$ cat src/rtl/nand_ecc_pkg.sv
package nand_ecc_pkg;
  localparam int unsigned ECC_DATA_W  = 8;
  localparam int unsigned ECC_CNT_W   = 16;
  localparam int unsigned ECC_SYNC_ST = 2;
endpackage

$ cat src/rtl/ecc_rst_sync.sv
module ecc_rst_sync #(
  parameter int unsigned STAGES = 2
) (
  input  logic clk,
  input  logic rst_n,
  output logic rst_sync_n
);
  logic [STAGES-1:0] sync_q;

  always_ff @(posedge clk or negedge rst_n) begin
    if (!rst_n) sync_q <= '0;
    else        sync_q <= {sync_q[STAGES-2:0], 1'b1};
  end

  assign rst_sync_n = sync_q[STAGES-1];
endmodule

$ cat src/rtl/ecc_byte_code.sv
module ecc_byte_code #(
  parameter int unsigned DATA_W = 8,
  localparam int unsigned IDX_W = $clog2(DATA_W),
  localparam int unsigned COL_W = 2 * IDX_W
) (
  input  logic [DATA_W-1:0] data,
  output logic [COL_W-1:0]  col_code,
  output logic              odd
);
  always_comb begin
    col_code = '0;
    for (int k = 0; k < IDX_W; k++) begin
      for (int b = 0; b < DATA_W; b++) begin
        if (((b >> k) & 1) != 0) col_code[2*k+1] = col_code[2*k+1] ^ data[b];
        else                     col_code[2*k]   = col_code[2*k]   ^ data[b];
      end
    end
    odd = ^data;
  end

  always_comb begin
    AST_PARITY_SPLIT: assert ((col_code[0] ^ col_code[1]) == odd);
  end
endmodule

$ cat src/rtl/ecc_line_accum.sv
module ecc_line_accum #(
  parameter int unsigned CNT_W = 16
) (
  input  logic             clk,
  input  logic             rst_n,
  input  logic             clear,
  input  logic             step,
  input  logic             odd,
  output logic [CNT_W-1:0] lpar_inv,
  output logic [CNT_W-1:0] lpar_idx,
  output logic [CNT_W-1:0] cnt
);
  localparam logic [CNT_W-1:0] ONE = {{(CNT_W-1){1'b0}}, 1'b1};

  logic [CNT_W-1:0] inv_q, inv_d, idx_q, idx_d, cnt_q, cnt_d;
  logic             en;

  assign en = clear | step;

  always_comb begin
    inv_d = inv_q;
    idx_d = idx_q;
    cnt_d = cnt_q;
    if (clear) begin
      inv_d = '0;
      idx_d = '0;
      cnt_d = '0;
    end else if (step) begin
      if (odd) begin
        inv_d = inv_q ^ ~cnt_q;
        idx_d = idx_q ^ cnt_q;
      end
      cnt_d = cnt_q + ONE;
    end
  end

  always_ff @(posedge clk or negedge rst_n) begin
    if (!rst_n) begin
      inv_q <= '0;
      idx_q <= '0;
      cnt_q <= '0;
    end else if (en) begin
      inv_q <= inv_d;
      idx_q <= idx_d;
      cnt_q <= cnt_d;
    end
  end

  assign lpar_inv = inv_q;
  assign lpar_idx = idx_q;
  assign cnt      = cnt_q;

  AST_EVEN_HOLD: assert property (@(posedge clk) disable iff (!rst_n)
    (step && !clear && !odd) |=> ($stable(lpar_inv) && $stable(lpar_idx)));
  AST_CNT_STEP: assert property (@(posedge clk) disable iff (!rst_n)
    (step && !clear) |=> (cnt == $past(cnt) + ONE));
  AST_CLR_ZERO: assert property (@(posedge clk) disable iff (!rst_n)
    clear |=> (cnt == '0 && lpar_inv == '0 && lpar_idx == '0));
  AST_IDLE_HOLD: assert property (@(posedge clk) disable iff (!rst_n)
    (!step && !clear) |=> ($stable(cnt) && $stable(lpar_inv) && $stable(lpar_idx)));
endmodule

$ cat src/rtl/nand_ecc_accum.sv
module nand_ecc_accum
  import nand_ecc_pkg::*;
#(
  parameter int unsigned DATA_W = ECC_DATA_W,
  parameter int unsigned CNT_W  = ECC_CNT_W,
  localparam int unsigned COL_W = 2 * $clog2(DATA_W)
) (
  input  logic              clk,
  input  logic              rst_n,
  input  logic              clear_i,
  input  logic              byte_vld_i,
  input  logic [DATA_W-1:0] byte_i,
  output logic              byte_vld_o,
  output logic [DATA_W-1:0] byte_o,
  output logic [COL_W-1:0]  col_par_o,
  output logic [CNT_W-1:0]  lpar_inv_o,
  output logic [CNT_W-1:0]  lpar_idx_o,
  output logic [CNT_W-1:0]  byte_cnt_o
);
  logic             rst_sync_n;
  logic [COL_W-1:0] code_col;
  logic             code_odd;
  logic [COL_W-1:0] col_q, col_d;
  logic             step;

  ecc_rst_sync #(.STAGES(ECC_SYNC_ST)) u_rst (
    .clk(clk), .rst_n(rst_n), .rst_sync_n(rst_sync_n)
  );

  ecc_byte_code #(.DATA_W(DATA_W)) u_code (
    .data(byte_i), .col_code(code_col), .odd(code_odd)
  );

  assign step       = byte_vld_i & ~clear_i;
  assign byte_vld_o = byte_vld_i;
  assign byte_o     = byte_i;

  always_comb begin
    col_d = col_q;
    if (clear_i)   col_d = '0;
    else if (step) col_d = col_q ^ code_col;
  end

  always_ff @(posedge clk or negedge rst_sync_n) begin
    if (!rst_sync_n)             col_q <= '0;
    else if (clear_i | step)     col_q <= col_d;
  end

  assign col_par_o = col_q;

  ecc_line_accum #(.CNT_W(CNT_W)) u_line (
    .clk(clk), .rst_n(rst_sync_n), .clear(clear_i), .step(byte_vld_i),
    .odd(code_odd), .lpar_inv(lpar_inv_o), .lpar_idx(lpar_idx_o), .cnt(byte_cnt_o)
  );

  AST_LINE_COMPLEMENT: assert property (@(posedge clk) disable iff (!rst_sync_n)
    ((lpar_inv_o ^ lpar_idx_o) == '0) || ((lpar_inv_o ^ lpar_idx_o) == '1));
  AST_COL_CLEAR: assert property (@(posedge clk) disable iff (!rst_sync_n)
    clear_i |=> (col_par_o == '0));
  AST_COL_IDLE: assert property (@(posedge clk) disable iff (!rst_sync_n)
    (!byte_vld_i && !clear_i) |=> $stable(col_par_o));
endmodule

$ cat config.mk
export PLATFORM = sky130hd
export DESIGN_NAME = nand_ecc_accum
export DESIGN_NICKNAME = d
export VERILOG_FILES = /design/src/rtl/nand_ecc_pkg.sv /design/src/rtl/ecc_rst_sync.sv /design/src/rtl/ecc_byte_code.sv /design/src/rtl/ecc_line_accum.sv /design/src/rtl/nand_ecc_accum.sv
export SDC_FILE = /design/constraint.sdc
export NUM_CORES = 1
export LEC_CHECK = 0
export BUFFER_PORTS_ARGS = -buffer_cell sky130_fd_sc_hd__buf_2
export CAP_MARGIN = 40
export CORE_ASPECT_RATIO = 1.4
export CORE_UTILIZATION = 53
export CTS_CLUSTER_SIZE = 25
export DETAILED_ROUTE_END_ITERATION = 10
export PLACE_DENSITY_LB_ADDON = 0.05
export SETUP_SLACK_MARGIN = 0.5
export SYNTH_ARGS = -nofsm -noshare
export SYNTH_HDL_FRONTEND = slang
export SYNTH_SLANG_ARGS = --single-unit
$ cat constraint.sdc
create_clock -name clk -period 2.3 [get_ports clk]
set_input_delay 0.23 -clock clk [delete_from_list [all_inputs] [get_ports clk]]
set_output_delay 0.23 -clock clk [all_outputs]
set_load 0.05 [all_outputs]
==> results.py <==
metrics = {
    "outcome": {
        "status": "finished, final reports clean",
    },
    "global_route": {
        "grt_pass1_vias": 2134,
        "grt.total_usage_pct": 22.75,
        "grt-ovfl-total": 0,
        "grt_pass1_wl_um": 10040,
        "antenna_found_initial": 0,
        "grt_max_degree": 47,
    },
    "floorplan": {
        "fp.dieH_um": 89.17,
        "core_mm2": 0.005197,
        "row_count": 31,
        "io_pins": 75,
        "die_w_um": 64.27,
        "die_area_mm2": 0.005731,
        "start_util_pct": 55.34,
    },
    "place": {
        "gp_congestion": 0.7392,
        "dp.cells": 421,
        "dpl.hpwl_um": 4116,
        "port_buffers": 74,
    },
    "cells_and_area": {
        "register_area_mm2": 0.001405,
        "fin_cells": 430,
        "final_util_pct": 64.13,
        "multi_input_area_mm2": 0.001301,
        "nets": 376,
        "areaGrowthSynthToFinish_pct": 15.88,
        "diodes": 0,
        "drive_gt1_share_pct": 29.67,
        "nFillCells": 471,
    },
    "routing": {
        "vias": 2303,
        "drtIter0Drc": 185,
        "drc": 0,
        "wl_per_cell_um": 14.05,
        "first_pass_iters": 4,
        "wl_um": 6043,
        "ant_nets": 0,
        "vias_per_cell": 5.356,
    },
    "setup_path": {
        "cp-end-kind": "flip-flop",
        "cp_top_family": "simple AND/OR/NAND/NOR gates",
        "cp_data_required_time_ps": 2490,
        "cp.arrival_ps": 1830,
        "max_stage_delay_ps": 470,
        "worstPathCellList": "nand4_1, nor3_2, and3_1, xnor2_1, nor2_1",
        "crit_path_top_delay_cell": "dfrtp_1",
        "start_kind": "flip-flop",
        "cp_max_fo": 5,
        "path_class": "flip-flop to flip-flop",
        "cp_num_buf_inv": 0,
    },
    "logic_synthesis": {
        "syn_inst": 298,
        "synthDistinctLibCells": 29,
        "syn-num-nets": 311,
        "yosysSeqAreaShare_pct": 48.72,
        "syn_avg_cell_area_um2": 9.653,
        "ys_warn_count": 0,
        "synth_area_mm2": 0.002877,
        "yosys_register_bits": 56,
    },
    "sta": {
        "finalCriticalPeriod_ps": 1646,
        "holdWs_ps": 210.6,
        "max_freq_ghz": 0.6077,
        "hold_viol": 0,
        "tightest_slew_ps": 531.4,
        "rsz0062_at_grt": "no",
        "max_slew_margin_pct": 64.58,
        "setup_tns_ps": 0,
        "setup_viol": 0,
        "period_share_pct": 71.54,
        "drv_slew": 0,
        "worst_clock_skew_ps": 11.94,
    },
    "cts": {
        "cts_buffer_depth": 2,
        "numCtsBuffers": 5,
        "root_buffer": "clkbuf_8",
        "postCtsSetupBuffers": 0,
        "clk_pin_slew_ps": 110,
        "clkSinkCount": 56,
        "htree_levels": 2,
        "cts_tree": "built",
        "clk_latency_ps": 320,
    },
    "min_path": {
        "hp-class": "flip-flop to asynchronous set/reset pin",
    },
    "pwr": {
        "ir_worst_vdd_mv": 0.4236,
        "power.leakage_nw": 1.618,
        "powerDensity_mw_per_mm2": 748.1,
        "finalPower_w": 0.002494,
    },
    "run": {
        "cap_violations": 0,
    },
}
-- timing repair --
item / CTS / global route
endpoints found under the hold margin: 2 / 0
hold buffers: 1 / 0
gates resized for setup: 1 / 0
endpoints found under the setup margin: 1 / 0
-- where the power goes --
part | internal (W) | switching (W) | leakage [nW] | total (W)
Clock | 0.000213 | 0.000332 | 0.0479 | 0.000545
Combinational | 0.000244 | 0.000584 | 0.812 | 0.000828
Sequential | 0.00106 | 0.0000603 | 0.758 | 0.00112
Total | 0.00152 | 0.000976 | 1.62 | 0.00249
-- cell usage in the layout, fill, tap and decap left out, drive strengths merged, types with 2 or more instances in the layout --
cell type   n
a21oi      33
and3        4
buf        82
clkbuf      5
clkinv      3
dfrtp      56
nand2      26
nand2b      9
nand3       2
nand4       5
nor2       23
nor3        2
o21ai      32
or2b        8
or3        32
xnor2      16
xor2       19
-- final timing paths --
path                            startpoint  slack, ps  depth (start not counted)         endpoint
max in group asynchronous  u_rst.sync_q[1]       1410                          1     col_par_o[4]
max reg2reg                  u_line.cnt[4]        650                          5   u_line.cnt[11]
min                        u_rst.sync_q[1]        210                          0    u_line.cnt[6]
max                          u_line.cnt[4]        650                          5   u_line.cnt[11]
min in group clk           u_rst.sync_q[0]        360                          0  u_rst.sync_q[1]
min reg2reg                u_rst.sync_q[1]        210                          0    u_line.cnt[6]
-- through the flow --
| stage | cell area, um2 | setup slack [ps] |
|---|---|---|
| global route | 3333 | 537.6 |
| floorplan | 2879 | 500.8 |
| global placement | 3231 | 379.7 |
| finish | 3333 | 654.5 |
| CTS | 3333 | 646.8 |
| detailed placement | 3231 | 346.5 |
-- worst reg2reg max path, stage by stage, from the launching register on --
cell	delay [ps]
dfrtp_1	470
nand4_1	230
nor3_2	380
and3_1	240
xnor2_1	130
nor2_1	60
-- metal layers --
metal	up-vias	part of all wire (%)	global-route usage, %
li1	1125	-	-
met1	1112	46	30.17
met2	60	49	37.89
met3	6	3.6	3.571
met4	0	1.2	8.283
met5	-	0	0
-- synthesized netlist by cell type (all sizes together) --
| cell type | n | area, um2 |
|---|---|---|
| dfrtp | 56 | 1401 |
| a21oi | 33 | 165.2 |
| o21ai | 32 | 160.2 |
| or3 | 32 | 205.2 |
| nand2 | 26 | 97.59 |
| nor2 | 23 | 86.33 |
| xor2 | 19 | 181.4 |
| xnor2 | 16 | 147.7 |
| clkbuf | 15 | 113.9 |
| buf | 10 | 72.56 |
| nand2b | 9 | 56.30 |
| or2b | 8 | 67.56 |
| nand4 | 5 | 31.28 |
| and3 | 4 | 25.02 |
| nand3 | 2 | 10.01 |
| nor3 | 2 | 10.01 |
| and2b | 1 | 8.760 |
| conb | 1 | 3.750 |
| ha | 1 | 12.51 |
| inv | 1 | 3.750 |
| mux2i | 1 | 10.01 |
| nor2b | 1 | 6.260 |
-- registers in the layout, indices dropped and copies added (netlist names) --
register	count
u_line.cnt	16
u_line.lpar_idx	16
u_line.lpar_inv	16
col_par_o	6
u_rst.sync_q	2
-- final cells by class --
| type | count | share of cell area [%] |
|---|---|---|
| Timing Repair Buffer | 83 | 13.59 |
| Inverter | 1 | 0.1126 |
| Clock inverter | 3 | 0.5631 |
| Sequential cell | 56 | 42.15 |
| Multi-Input combinational cell | 216 | 39.04 |
| Clock buffer | 5 | 2.065 |
| Tap cell | 66 | 2.477 |
-- cell families after synthesis --
group / after synthesis / synth area share, %
muxes: 1 / 0.3480
DFF: 56 / 48.72
xor gates and xnor gates: 35 / 11.44
and+or+nand+nor: 113 / 21.01
other: 1 / 0.1304
adders and majority gates: 1 / 0.4349
AOI/OAI and AO/OA: 65 / 11.31
buffers and inverters: 26 / 6.611
Note: power is estimated with default switching activity, not from simulation.
